## src/rtl/disp_timing_gen.sv

```systemverilog
module disp_timing_gen #(
  parameter int AW = 4
) (
  input  logic          clk,
  input  logic          rst_n,
  input  logic          reg_wr,
  input  logic          reg_rd,
  input  logic [AW-1:0] reg_addr,
  input  logic [31:0]   reg_wdata,
  output logic [31:0]   reg_rdata,
  output logic          hsync,
  output logic          vsync,
  output logic          hblank,
  output logic          vblank,
  output logic          de,
  output logic [15:0]   pix_cnt,
  output logic [15:0]   line_cnt
);
  localparam logic [AW-1:0] A_HTOT = AW'(0);
  localparam logic [AW-1:0] A_HBLK = AW'(1);
  localparam logic [AW-1:0] A_HSYN = AW'(2);
  localparam logic [AW-1:0] A_VTOT = AW'(3);
  localparam logic [AW-1:0] A_VBLK = AW'(4);
  localparam logic [AW-1:0] A_VSYN = AW'(5);
  localparam logic [AW-1:0] A_SRC  = AW'(6);
  localparam logic [AW-1:0] A_CFG  = AW'(7);

  logic [31:0] h_tot, h_blk, h_syn, v_tot, v_blk, v_syn, src_sz;
  logic        en_req, run_q, err_q;
  logic [15:0] pix_q, line_q;

  function automatic logic in_win(input logic [15:0] x, input logic [31:0] w);
    return (x > w[15:0]) && (x <= w[31:16]);
  endfunction

  wire lock      = en_req | run_q;
  wire tm_wr     = reg_wr && (reg_addr < A_CFG);
  wire cfg_wr    = reg_wr && (reg_addr == A_CFG);
  wire h_wrap    = pix_q == h_tot[31:16];
  wire frame_end = h_wrap && (line_q == v_tot[31:16]);

  always_ff @(posedge clk) begin
    if (!rst_n) begin
      h_tot <= '0; h_blk <= '0; h_syn <= '0;
      v_tot <= '0; v_blk <= '0; v_syn <= '0;
      src_sz <= '0;
    end else if (tm_wr && !lock) begin
      case (reg_addr)
        A_HTOT:  h_tot  <= reg_wdata;
        A_HBLK:  h_blk  <= reg_wdata;
        A_HSYN:  h_syn  <= reg_wdata;
        A_VTOT:  v_tot  <= reg_wdata;
        A_VBLK:  v_blk  <= reg_wdata;
        A_VSYN:  v_syn  <= reg_wdata;
        default: src_sz <= reg_wdata;
      endcase
    end
  end

  always_ff @(posedge clk) begin
    if (!rst_n) begin
      en_req <= 1'b0;
      err_q  <= 1'b0;
    end else begin
      if (cfg_wr) en_req <= reg_wdata[31];
      if (tm_wr && lock) err_q <= 1'b1;
      else if (cfg_wr && reg_wdata[0]) err_q <= 1'b0;
    end
  end

  always_ff @(posedge clk) begin
    if (!rst_n) begin
      run_q  <= 1'b0;
      pix_q  <= '0;
      line_q <= '0;
    end else if (!run_q) begin
      run_q  <= en_req;
      pix_q  <= '0;
      line_q <= '0;
    end else if (frame_end) begin
      run_q  <= en_req;
      pix_q  <= '0;
      line_q <= '0;
    end else if (h_wrap) begin
      pix_q  <= '0;
      line_q <= line_q + 16'd1;
    end else begin
      pix_q  <= pix_q + 16'd1;
    end
  end

  always_ff @(posedge clk) begin
    if (!rst_n) reg_rdata <= '0;
    else if (reg_rd) begin
      case (reg_addr)
        A_HTOT:  reg_rdata <= h_tot;
        A_HBLK:  reg_rdata <= h_blk;
        A_HSYN:  reg_rdata <= h_syn;
        A_VTOT:  reg_rdata <= v_tot;
        A_VBLK:  reg_rdata <= v_blk;
        A_VSYN:  reg_rdata <= v_syn;
        A_SRC:   reg_rdata <= src_sz;
        A_CFG:   reg_rdata <= {en_req, run_q, 29'd0, err_q};
        default: reg_rdata <= '0;
      endcase
    end
  end

  assign pix_cnt  = pix_q;
  assign line_cnt = line_q;
  assign hblank   = !run_q || in_win(pix_q, h_blk);
  assign vblank   = !run_q || in_win(line_q, v_blk);
  assign hsync    = run_q && in_win(pix_q, h_syn);
  assign vsync    = run_q && in_win(line_q, v_syn);
  assign de       = run_q && (pix_q <= h_tot[15:0]) && (line_q <= v_tot[15:0])
                    && (pix_q <= src_sz[31:16]) && (line_q <= src_sz[15:0]);
endmodule


```

## config.mk

```make
export PLATFORM = sky130hd
export DESIGN_NAME = disp_timing_gen
export DESIGN_NICKNAME = d
export VERILOG_FILES = /design/src/rtl/disp_timing_gen.sv
export SDC_FILE = /design/constraint.sdc
export NUM_CORES = 1
export LEC_CHECK = 0
export BUFFER_PORTS_ARGS = -buffer_cell sky130_fd_sc_hd__buf_2
export CAP_MARGIN = 10
export CORE_UTILIZATION = 45
export CTS_BUF_LIST = sky130_fd_sc_hd__clkbuf_16
export DETAILED_ROUTE_END_ITERATION = 10
export SKIP_LAST_GASP = 1
export SYNTH_ARGS = -nofsm -noshare
export SYNTH_HDL_FRONTEND = slang
export SYNTH_SLANG_ARGS = --single-unit
```

## constraint.sdc

```tcl
create_clock -name clk -period 3.6 [get_ports clk]
set_input_delay 0.54 -clock clk [delete_from_list [all_inputs] [get_ports clk]]
set_output_delay 0.54 -clock clk [all_outputs]
set_load 0.01 [all_outputs]
```

== Yosys cells after proc, flatten, opt, wreduce, memory -nomap -nowiden ==
Index checks and enable logic that the tools add are counted.

* Register bits after elaboration: 291
* Output and inout port bits: 69
* Logic and storage cells: 78

* Add/subtract/negate cells: 2
* Magnitude comparators: 13
* Equal/unequal tests: 9
* Multiplexer cells: 5
* Bitwise gates (word level): 4
* Reductions and logical operators: 32

{| class="wikitable"
|+ Operators with widths
! cell !! number
|-
| 32-bit case mux with 8 select lines || 1
|-
| 16-bit less-or-equal comparator || 8
|-
| 16-bit greater-than comparator || 4
|-
| 16-bit by 1-bit adder with 16-bit output (second input constant) || 2
|-
| 16-bit equality test || 2
|-
| 4-bit by 3-bit equality test with 1-bit output (second input constant) || 4
|-
| 1-bit logical AND || 16
|-
| 2-bit AND reduction || 7
|-
| 4-bit by 2-bit equality test with 1-bit output (second input constant) || 2
|-
| 6-bit OR reduction || 1
|-
| 4-bit by 1-bit equality test with 1-bit output (second input constant) || 1
|-
| 4-bit logical NOT || 1
|-
| 4-bit by 3-bit less-than comparator with 1-bit output (second input constant) || 1
|-
| 1-bit 2-to-1 mux || 4
|-
| 4-bit OR reduction || 1
|-
| 1-bit NOT || 3
|-
| 3-bit OR reduction || 1
|-
| 1-bit logical NOT || 2
|-
| 1-bit logical OR || 2
|-
| 2-bit nonzero test || 1
|-
| 1-bit OR || 1
|}

== Logic depth before layout (Yosys ltp) ==
Gate-level depths: netlist of run 1.

* Depth after elaboration: 5
* Gate-level depth with buffers: 10
* Gate-level depth less buffers: 8

== Worst setup path before layout of run 1 ==
No wires, ideal clock.

* Path type: flip-flop to output port
* Start: register line_q[14], in the netlist line_cnt[14]
* End: output port de
* Arrival time: 2,267 ps
* Path slack: 793 ps
* Stages on the path, launching flop included: 8
* Buffers on the path: 0
* Path through: dfxtp_1 > ha_1 > a21oi_1 > nand2_1 > a221o_1 > nor3_1 > nor2_1 > a2111oi_0

* Word-level cells in the longest chain between the ends: 4
* Elaborated cells between the ends (all ways): 5
* Classes of those cells: 2 x order compare; 3 x reduce/logical

{| class="wikitable"
|+ Ends and longest elaborated chain
! what !! line !! source
|-
| start, declared || 30 || <nowiki>logic [15:0] pix_q, line_q;</nowiki>
|-
| start signal, assigned || 86 || <nowiki>line_q <= line_q + 16'd1;</nowiki>
|-
| 16-bit less-or-equal comparator || 115 || <nowiki>assign de = run_q && (pix_q <= h_tot[15:0]) && (line_q <= v_tot[15:0])</nowiki>
|-
| 1-bit logical AND || 115 ||
|-
| 1-bit logical AND || 116 || <nowiki>&& (pix_q <= src_sz[31:16]) && (line_q <= src_sz[15:0]);</nowiki>
|-
| 1-bit logical AND * || 116 ||
|-
| end, declared || 15 || <nowiki>output logic de,</nowiki>
|}

Mark *: on every way between the ends. The rest lies on a longest branch, timed or not.

== Final worst setup path of run 1 ==
* Start: register line_q[1], in the netlist line_cnt[1]
* End: output port vsync

* Word-level cells in the longest chain between the ends: 3
* Elaborated cells between the ends (all ways): 4
* Classes of those cells: 2 x order compare; 2 x reduce/logical

{| class="wikitable"
|+ Ends and longest elaborated chain
! what !! line !! source
|-
| 16-bit greater-than comparator / 16-bit less-or-equal comparator (equally long branches) || 33 || <nowiki>return (x > w[15:0]) && (x <= w[31:16]);</nowiki>
|-
| 1-bit logical AND * || 33 ||
|-
| 1-bit logical AND * || 114 || <nowiki>assign vsync = run_q && in_win(line_q, v_syn);</nowiki>
|-
| end, declared || 12 || <nowiki>output logic vsync,</nowiki>
|}

Marked as above.

==> flow_summary.html, run 1 <==
<table>
<tr><th>Metric</th><th>Value</th></tr>
<tr><th colspan="2">Clock network</th></tr>
<tr><td>Root buffer cell</td><td>sky130_fd_sc_hd__clkbuf_16</td></tr>
<tr><td>Number of H-tree branching levels</td><td>2</td></tr>
<tr><td>Maximum count of clock buffers along a single path</td><td>3</td></tr>
<tr><td>CTS Buf Count</td><td>36</td></tr>
<tr><td>Post-CTS setup repair buffer count</td><td>0</td></tr>
<tr><td>TritonCTS clock tree</td><td>yes</td></tr>
<tr><td>Number of clock sinks seen by CTS</td><td>291</td></tr>
<tr><td>Worst-Skew Late Latency</td><td>0.55 ns</td></tr>
<tr><td>Clock transition at the registers of the reported paths</td><td>0.06 ns</td></tr>
<tr><th colspan="2">Global routing</th></tr>
<tr><td>Antenna violations before repair</td><td>0</td></tr>
<tr><td>Number of global-route vias before repair</td><td>15300</td></tr>
<tr><td>Pin count of the biggest net entering global routing</td><td>104</td></tr>
<tr><td>Wire length of the first global-routing pass</td><td>98000 um</td></tr>
<tr><td>GRT Resource Usage Total</td><td>0.336</td></tr>
<tr><td>Total congestion overflow after global routing</td><td>0</td></tr>
<tr><th colspan="2">STA</th></tr>
<tr><td>Setup Total Neg Slack</td><td>0 ns</td></tr>
<tr><td>Final period util</td><td>0.958</td></tr>
<tr><td>Final-report hold violation count</td><td>0</td></tr>
<tr><td>Worst-margin pin slew</td><td>1.19 ns</td></tr>
<tr><td>Slew Viols, Final</td><td>0</td></tr>
<tr><td>Rel. slew slack</td><td>0.210</td></tr>
<tr><td>Clock Skew</td><td>0.0141 ns</td></tr>
<tr><td>Setup repair after global routing missed its margin</td><td>no</td></tr>
<tr><td>Post-route minimum period</td><td>3.45 ns</td></tr>
<tr><td>Final count of negative-setup-slack endpoints</td><td>0</td></tr>
<tr><td>Upper clock frequency limit</td><td>0.290 GHz</td></tr>
<tr><th colspan="2">Yosys</th></tr>
<tr><td>Count leader, synth</td><td>sky130_fd_sc_hd__nand2_1</td></tr>
<tr><td>Ys async rst share</td><td>0</td></tr>
<tr><td>Proportion of synthesized chip area in sequential cells</td><td>0.336</td></tr>
<tr><td>Number of nets in the synthesized netlist</td><td>2367</td></tr>
<tr><td>Most area-consuming cells after synthesis</td><td>sky130_fd_sc_hd__dfxtp_1, sky130_fd_sc_hd__ha_1, sky130_fd_sc_hd__nand2_1</td></tr>
<tr><td>Total number of yosys warnings</td><td>0</td></tr>
<tr><td>Top_reg_cell synth</td><td>sky130_fd_sc_hd__dfxtp_1</td></tr>
<tr><td>Combined area of all synthesized cells</td><td>0.0174 mm^2</td></tr>
<tr><td>Per-instance average area after synthesis</td><td>8.14 um^2</td></tr>
<tr><td>Number of synthesized flops with an enable pin</td><td>0</td></tr>
<tr><td>Proportion of netlist area held by the largest area contributor</td><td>0.336</td></tr>
<tr><td>Leading cell types by count after synthesis</td><td>sky130_fd_sc_hd__nand2_1, sky130_fd_sc_hd__dfxtp_1, sky130_fd_sc_hd__ha_1</td></tr>
<tr><td>Unique masters post-synth</td><td>57</td></tr>
<tr><td>Synth Register Bits</td><td>291</td></tr>
<tr><td>Synth Instances</td><td>2133</td></tr>
<tr><td>Post-synthesis cell type with the largest combined area</td><td>sky130_fd_sc_hd__dfxtp_1</td></tr>
<tr><th colspan="2">Run status</th></tr>
<tr><td>Run status</td><td>finished, final reports clean</td></tr>
<tr><th colspan="2">Flow run</th></tr>
<tr><td>Max-cap check violation count</td><td>0</td></tr>
<tr><th colspan="2">Detailed routing</th></tr>
<tr><td>Final Routed Wirelength</td><td>65400 um</td></tr>
<tr><td>Count of nets left with antenna violations after detail routing</td><td>0</td></tr>
<tr><td>Violation count after the first detailed-routing iteration</td><td>1613</td></tr>
<tr><td>Average routed wire per standard cell</td><td>23.6 um</td></tr>
<tr><td>Count of unresolved DRC violations after routing</td><td>0</td></tr>
<tr><td>Via count of the routed design</td><td>16300</td></tr>
<tr><td>Ratio of routed vias to standard cells</td><td>5.88</td></tr>
<tr><td>1st-pass router iterations</td><td>5</td></tr>
<tr><th colspan="2">Worst setup path</th></tr>
<tr><td>R2R cell count</td><td>6</td></tr>
<tr><td>Kind of start point of the critical path</td><td>flop</td></tr>
<tr><td>Worst setup slack for register-to-register paths</td><td>1.00 ns</td></tr>
<tr><td>Arrival time at the worst endpoint</td><td>2.91 ns</td></tr>
<tr><td>Capturing instance or port of the critical path</td><td>vsync</td></tr>
<tr><td>Launch point of the worst reg-to-reg path</td><td>pix_cnt[4]$_SDFF_PP0_</td></tr>
<tr><td>Critical Path Sink Type</td><td>output port</td></tr>
<tr><td>Worst setup path class</td><td>flop to output port</td></tr>
<tr><td>End of the worst register-to-register path</td><td>pix_cnt[13]$_SDFF_PP0_</td></tr>
<tr><td>Maximum fanout along the worst path</td><td>8</td></tr>
<tr><td>Data required, critical path</td><td>3.06 ns</td></tr>
<tr><td>First element of the critical path</td><td>line_cnt[1]$_SDFFE_PP0P_</td></tr>
<tr><th colspan="2">Power and ir drop</th></tr>
<tr><td>Total power per unit cell area</td><td>373 mW/mm^2</td></tr>
<tr><td>Maximum vdd drop</td><td>0.000328 V</td></tr>
<tr><td>Standby leakage power</td><td>7.50 nW</td></tr>
<tr><th colspan="2">Placed design</th></tr>
<tr><td>Placed cells</td><td>2702</td></tr>
<tr><td>Half-perimeter wire length of the detailed placement result</td><td>48300 um</td></tr>
<tr><td>PortBufs</td><td>108</td></tr>
<tr><td>Placer Congestion</td><td>0.960</td></tr>
<tr><th colspan="2">Floorplan</th></tr>
<tr><td>Width of the die</td><td>198 um</td></tr>
<tr><td>Initial cell density of the core</td><td>0.459</td></tr>
<tr><td>Number of ports placed on the die boundary</td><td>109</td></tr>
<tr><td>Die span in y</td><td>198 um</td></tr>
<tr><td>Total core area</td><td>0.0378 mm^2</td></tr>
<tr><td>Site row count</td><td>71</td></tr>
<tr><td>Total Die Area</td><td>0.0394 mm^2</td></tr>
<tr><th colspan="2">Cells and area</th></tr>
<tr><td>Antenna diode count</td><td>0</td></tr>
<tr><td>Synthesis-to-layout area growth</td><td>13.4%</td></tr>
<tr><td>Fraction of layout instances using a drive strength above 1</td><td>0.115</td></tr>
<tr><td>Post-route non-filler standard cell count</td><td>2766</td></tr>
<tr><td>Final net count</td><td>2463</td></tr>
<tr><th colspan="2">Hold path</th></tr>
<tr><td>Class of the tightest hold or removal check</td><td>primary input to flop</td></tr>
</table>
==> cell families after synthesis <==
| group | Yosys count | share of synthesized area |
|---|---|---|
| AOI/OAI and AO/OA | 537 | 0.224 |
| buffers and inverters | 309 | 0.0771 |
| DFF | 291 | 0.336 |
| adders and majority gates | 194 | 0.140 |
| muxes | 6 | 0.00353 |
| and+or+nand+nor | 738 | 0.190 |
| xor gates and xnor gates | 58 | 0.0297 |
==> state kept, by name (all words and copies together) (netlist names) <==
signal and cells:
en_req 1, err_q 1, h_blk 32, h_syn 32, h_tot 32, line_cnt 16
pix_cnt 16, reg_rdata 32, run_q 1, src_sz 32, v_blk 32, v_syn 32
v_tot 32
==> critical path, stage by stage (launching register included) <==
cell and delay (ns):
sky130_fd_sc_hd__dfxtp_1 0.48, sky130_fd_sc_hd__buf_4 0.23, sky130_fd_sc_hd__ha_1 0.25, sky130_fd_sc_hd__nor2b_1 0.13
sky130_fd_sc_hd__o211ai_1 0.18, sky130_fd_sc_hd__a21oi_1 0.11, sky130_fd_sc_hd__a211oi_1 0.23, sky130_fd_sc_hd__o31ai_1 0.12
sky130_fd_sc_hd__a211oi_1 0.41, sky130_fd_sc_hd__buf_2 0.21
==> power by group <==
part | internal (mW) | switching [mW] | leakage (nW)
Sequential | 3.26 | 0.0386 | 2.35
Combinational | 0.164 | 0.311 | 4.57
Clock | 2.09 | 1.48 | 0.580
Total | 5.51 | 1.83 | 7.50
==> final cells by class <==
| class | instances | area (um^2) |
|---|---|---|
| fillers | 3694 | 18200 |
| flip-flops and latches | 291 | 5830 |
| clock buffers | 37 | 926 |
| clock inverters | 27 | 214 |
| inverters | 188 | 709 |
| multi-input cells | 1533 | 10200 |
| repair buffers | 179 | 1130 |
| well taps | 511 | 639 |
==> worst min path at each step <==
stage | start | end | cells past startpoint
floorplan | h_syn[31]$_SDFFE_PN0P_ | h_syn[31]$_SDFFE_PN0P_ | 2
finish | reg_wdata[19] | v_syn[19]$_SDFFE_PN0P_ | 3
CTS | reg_wdata[19] | v_syn[19]$_SDFFE_PN0P_ | 3
detailed placement | h_syn[31]$_SDFFE_PN0P_ | h_syn[31]$_SDFFE_PN0P_ | 2
global route | reg_wdata[23] | v_tot[23]$_SDFFE_PN0P_ | 3
global placement | h_syn[31]$_SDFFE_PN0P_ | h_syn[31]$_SDFFE_PN0P_ | 2
==> placed cells by master (no fill, tap or decap), types with 8 or more instances in the layout <==
| cell type | count |
|---|---|
| sky130_fd_sc_hd__a21boi_0 | 97 |
| sky130_fd_sc_hd__a21boi_1 | 128 |
| sky130_fd_sc_hd__a21o_1 | 24 |
| sky130_fd_sc_hd__a21oi_1 | 69 |
| sky130_fd_sc_hd__a221oi_1 | 37 |
| sky130_fd_sc_hd__a22o_1 | 31 |
| sky130_fd_sc_hd__a22oi_1 | 35 |
| sky130_fd_sc_hd__a41oi_1 | 29 |
| sky130_fd_sc_hd__and2_1 | 10 |
| sky130_fd_sc_hd__and3_1 | 11 |
| sky130_fd_sc_hd__buf_2 | 107 |
| sky130_fd_sc_hd__buf_4 | 67 |
| sky130_fd_sc_hd__clkbuf_16 | 37 |
| sky130_fd_sc_hd__clkinv_2 | 8 |
| sky130_fd_sc_hd__dfxtp_1 | 286 |
| sky130_fd_sc_hd__ha_1 | 194 |
| sky130_fd_sc_hd__inv_1 | 191 |
| sky130_fd_sc_hd__nand2_1 | 528 |
| sky130_fd_sc_hd__nand3_1 | 28 |
| sky130_fd_sc_hd__nand4_1 | 55 |
| sky130_fd_sc_hd__nor2_1 | 43 |
| sky130_fd_sc_hd__nor2b_1 | 16 |
| sky130_fd_sc_hd__o211ai_1 | 10 |
| sky130_fd_sc_hd__o21ai_0 | 44 |
| sky130_fd_sc_hd__xnor2_1 | 36 |
| sky130_fd_sc_hd__xor2_1 | 21 |
==> timing repair <==
action / CTS / global route
cloned: 0 / 0
resized for setup: 4 / 8
hold buffers: 0 / 0
endpoints found under the setup margin: 2 / 1
endpoints found under the hold margin: 0 / 0
==> per-layer routing <==
| metal | part of all wire | vias to the layer above | GRT usage |
|---|---|---|---|
| li1 | - | 7560 | - |
| met1 | 0.46 | 7910 | 0.491 |
| met2 | 0.42 | 703 | 0.494 |
| met3 | 0.098 | 82 | 0.0773 |
| met4 | 0.022 | 0 | 0.0818 |
| met5 | 0 | - | 0 |
==> through the flow <==
stage               total power [mW]  hold slack (ns)  utilization  cell area [um^2]  setup slack (ns)
global route                    7.54            0.328        0.520             19700           0.00945
detailed placement              3.82            0.453        0.489             18500             0.500
floorplan                       3.61            0.435            -             17400             0.793
global placement                3.82            0.441        0.489             18500             0.506
CTS                             7.36            0.301        0.519             19600            0.0255
finish                          7.34            0.319        0.520             19700             0.150
Power figures use the tool's default switching activity.
==> run 2: changes to the inputs <==
--- a/config.mk
+++ b/config.mk
@@ -7,9 +7,12 @@
 export LEC_CHECK = 0
 export BUFFER_PORTS_ARGS = -buffer_cell sky130_fd_sc_hd__buf_2
 export CAP_MARGIN = 10
+export CORE_MARGIN = 5
 export CORE_UTILIZATION = 45
 export CTS_BUF_LIST = sky130_fd_sc_hd__clkbuf_16
+export CTS_CLUSTER_SIZE = 20
 export DETAILED_ROUTE_END_ITERATION = 10
+export PLACE_DENSITY_LB_ADDON = 0.05
 export SKIP_LAST_GASP = 1
 export SYNTH_ARGS = -nofsm -noshare
 export SYNTH_HDL_FRONTEND = slang
==> flow_summary.html, run 2 (same netlist as run 1, synthesis figures left out) <==
<table>
<tr><th>Metric</th><th>Value</th></tr>
<tr><th colspan="2">Cells and area</th></tr>
<tr><td>Final net count</td><td>2461</td></tr>
<tr><td>Most used cells in the layout excluding fill and tap cells</td><td>sky130_fd_sc_hd__nand2_1, sky130_fd_sc_hd__dfxtp_1, sky130_fd_sc_hd__ha_1</td></tr>
<tr><td>Area of combinational cells with multiple inputs</td><td>0.0102 mm^2</td></tr>
<tr><td>Final-layout fill cell count</td><td>3754</td></tr>
<tr><td>Synthesis-to-layout area growth</td><td>12.7%</td></tr>
<tr><td>Register cell area after layout</td><td>0.00583 mm^2</td></tr>
<tr><td>Fraction of layout instances using a drive strength above 1</td><td>0.111</td></tr>
<tr><td>Post-route design area</td><td>0.0196 mm^2</td></tr>
<tr><td>Most common library cell in the layout ignoring fill and taps</td><td>sky130_fd_sc_hd__nand2_1</td></tr>
<tr><th colspan="2">STA</th></tr>
<tr><td>Clock Skew</td><td>0.0182 ns</td></tr>
<tr><td>Post-route minimum period</td><td>3.47 ns</td></tr>
<tr><td>Final count of negative-setup-slack endpoints</td><td>0</td></tr>
<tr><td>Worst-margin pin slew</td><td>1.25 ns</td></tr>
<tr><td>Upper clock frequency limit</td><td>0.288 GHz</td></tr>
<tr><td>Setup Total Neg Slack</td><td>0 ns</td></tr>
<tr><td>Setup repair after global routing missed its margin</td><td>yes</td></tr>
<tr><td>Slew Viols, Final</td><td>0</td></tr>
<tr><td>Final period util</td><td>0.964</td></tr>
<tr><td>Rel. slew slack</td><td>0.167</td></tr>
<tr><td>Final-report hold violation count</td><td>0</td></tr>
<tr><th colspan="2">Global routing</th></tr>
<tr><td>Wire length of the first global-routing pass</td><td>98900 um</td></tr>
<tr><td>Total congestion overflow after global routing</td><td>0</td></tr>
<tr><td>Antenna violations before repair</td><td>0</td></tr>
<tr><td>Pin count of the biggest net entering global routing</td><td>120</td></tr>
<tr><td>Number of global-route vias before repair</td><td>15200</td></tr>
<tr><td>GRT Resource Usage Total</td><td>0.311</td></tr>
<tr><th colspan="2">Detailed routing</th></tr>
<tr><td>Via count of the routed design</td><td>16200</td></tr>
<tr><td>Average routed wire per standard cell</td><td>24.3 um</td></tr>
<tr><td>Count of unresolved DRC violations after routing</td><td>0</td></tr>
<tr><td>Violation count after the first detailed-routing iteration</td><td>1702</td></tr>
<tr><td>1st-pass router iterations</td><td>5</td></tr>
<tr><td>Ratio of routed vias to standard cells</td><td>5.86</td></tr>
<tr><td>Count of nets left with antenna violations after detail routing</td><td>0</td></tr>
<tr><td>Final Routed Wirelength</td><td>67300 um</td></tr>
<tr><th colspan="2">Clock network</th></tr>
<tr><td>Number of H-tree branching levels</td><td>2</td></tr>
<tr><td>Post-CTS setup repair buffer count</td><td>0</td></tr>
<tr><td>CTS Buf Count</td><td>37</td></tr>
<tr><td>Number of clock sinks seen by CTS</td><td>291</td></tr>
<tr><td>Maximum count of clock buffers along a single path</td><td>3</td></tr>
<tr><td>Count of cells resized by post-cts repair</td><td>0</td></tr>
<tr><td>Root buffer cell</td><td>sky130_fd_sc_hd__clkbuf_16</td></tr>
<tr><td>Clock transition at the registers of the reported paths</td><td>0.05 ns</td></tr>
<tr><td>TritonCTS clock tree</td><td>yes</td></tr>
<tr><td>Worst-Skew Late Latency</td><td>0.54 ns</td></tr>
<tr><td>Count of hold-fix buffers inserted at cts</td><td>0</td></tr>
<tr><th colspan="2">Run status</th></tr>
<tr><td>Run status</td><td>finished, final reports clean</td></tr>
<tr><th colspan="2">Hold path</th></tr>
<tr><td>Class of the tightest hold or removal check</td><td>primary input to flop</td></tr>
<tr><td>Number of instances on the worst hold path</td><td>3</td></tr>
<tr><td>Startpoint of the tightest hold check path</td><td>reg_wdata[1]</td></tr>
<tr><td>Hold Path Sink</td><td>h_syn[1]$_SDFFE_PN0P_</td></tr>
<tr><th colspan="2">Placed design</th></tr>
<tr><td>Placer Congestion</td><td>0.924</td></tr>
<tr><td>Half-perimeter wire length of the detailed placement result</td><td>49800 um</td></tr>
<tr><td>PortBufs</td><td>108</td></tr>
<tr><td>Cell area after placement</td><td>0.0185 mm^2</td></tr>
<tr><th colspan="2">Floorplan</th></tr>
<tr><td>Site row count</td><td>72</td></tr>
<tr><td>Total Die Area</td><td>0.0426 mm^2</td></tr>
<tr><td>Width of the die</td><td>206 um</td></tr>
<tr><td>Total core area</td><td>0.0384 mm^2</td></tr>
<tr><td>Initial cell density of the core</td><td>0.452</td></tr>
<tr><td>Number of ports placed on the die boundary</td><td>109</td></tr>
<tr><td>Die span in y</td><td>206 um</td></tr>
<tr><th colspan="2">Worst setup path</th></tr>
<tr><td>Crit-path slowest cell</td><td>sky130_fd_sc_hd__dfxtp_1</td></tr>
<tr><td>Arrival time at the worst endpoint</td><td>2.93 ns</td></tr>
<tr><td>Kind of cell adding the most delay to the critical path</td><td>compound AO/OA/AOI/OAI gates</td></tr>
<tr><td>Kind of start point of the critical path</td><td>flop</td></tr>
<tr><td>End of the worst register-to-register path</td><td>pix_cnt[9]$_SDFF_PP0_</td></tr>
<tr><td>Worst setup slack for register-to-register paths</td><td>1.04 ns</td></tr>
<tr><td>Cell occurring most often along the worst timing path</td><td>sky130_fd_sc_hd__buf_4</td></tr>
<tr><td>R2R cell count</td><td>7</td></tr>
<tr><td>Critical Path Sink Type</td><td>output port</td></tr>
<tr><td>List of cells traversed by the critical path</td><td>buf_4, ha_1, a21oi_1, o21ai_0, a221oi_1, a22oi_1, a2111oi_0, buf_4, buf_2</td></tr>
<tr><td>Launch point of the worst reg-to-reg path</td><td>pix_cnt[10]$_SDFF_PP0_</td></tr>
<tr><td>Count of buffer and inverter cells on the critical path</td><td>3</td></tr>
<tr><td>Maximum fanout along the worst path</td><td>9</td></tr>
<tr><td>Slowest Stage Delay on Critical Path</td><td>0.48 ns</td></tr>
<tr><td>Worst setup path class</td><td>flop to output port</td></tr>
<tr><td>Data required, critical path</td><td>3.06 ns</td></tr>
<tr><th colspan="2">Power and ir drop</th></tr>
<tr><td>Standby leakage power</td><td>7.45 nW</td></tr>
<tr><td>Maximum vdd drop</td><td>0.000267 V</td></tr>
<tr><td>Total power per unit cell area</td><td>368 mW/mm^2</td></tr>
<tr><th colspan="2">Flow run</th></tr>
<tr><td>Max-cap check violation count</td><td>0</td></tr>
</table>
[run 2: how the worst max path moves through the flow]
stage / cells past startpoint / from / endpoint / slack, ns
after floorplan: 7 / line_cnt[14]$_SDFFE_PP0P_ / de / 0.79
after global placement: 10 / pix_cnt[14]$_SDFF_PP0_ / de / 0.59
after detailed placement: 8 / line_cnt[10]$_SDFFE_PP0P_ / vsync / 0.61
after CTS: 8 / line_cnt[10]$_SDFFE_PP0P_ / vsync / 0.03
after global routing: 10 / pix_cnt[1]$_SDFF_PP0_ / de / -0.02
final: 9 / pix_cnt[3]$_SDFF_PP0_ / de / 0.13
[run 2: through the flow]
| step | utilization | setup slack [ns] | hold slack [ns] | std cells | power (mW) |
|---|---|---|---|---|---|
| final | 0.510 | 0.129 | 0.328 | 2767 | 7.20 |
| after global routing | 0.510 | -0.0218 | 0.323 | 2766 | 7.42 |
| after CTS | 0.509 | 0.0285 | 0.305 | 2766 | 7.24 |
| after detailed placement | 0.481 | 0.610 | 0.454 | 2706 | 3.83 |
| after global placement | 0.481 | 0.592 | 0.449 | 2706 | 3.82 |
| after floorplan | - | 0.793 | 0.435 | 2133 | 3.61 |
[run 2: cell type report]
cell class              instances  share of cell area
clock buffers                  38              0.0486
inverters                     188              0.0363
flip-flops and latches        291               0.298
repair buffers                176              0.0553
multi-input cells            1533               0.522
well taps                     518              0.0331
clock inverters                22             0.00710
diodes                          1            0.000128
[run 2: worst min-delay path, cell delays in order]
cell and delay, ns:
sky130_fd_sc_hd__buf_2 0.16, sky130_fd_sc_hd__nand2_1 0.07, sky130_fd_sc_hd__a21boi_1 0.05
[run 2: metal layers]
metal,vias up,global-route usage,routed length (um),share of wire
li1,7562,-,-,-
met1,7817,0.456,31100,0.46
met2,726,0.436,26900,0.40
met3,111,0.0934,7150,0.11
met4,0,0.0939,2120,0.031
met5,-,0,0,0
[run 2: report_power, final]
group | total (mW) | leakage (nW) | switching, mW | internal (mW)
Combinational | 0.468 | 4.54 | 0.308 | 0.160
Clock | 3.43 | 0.552 | 1.46 | 1.97
Sequential | 3.30 | 2.35 | 0.0383 | 3.26
Total | 7.20 | 7.45 | 1.81 | 5.39
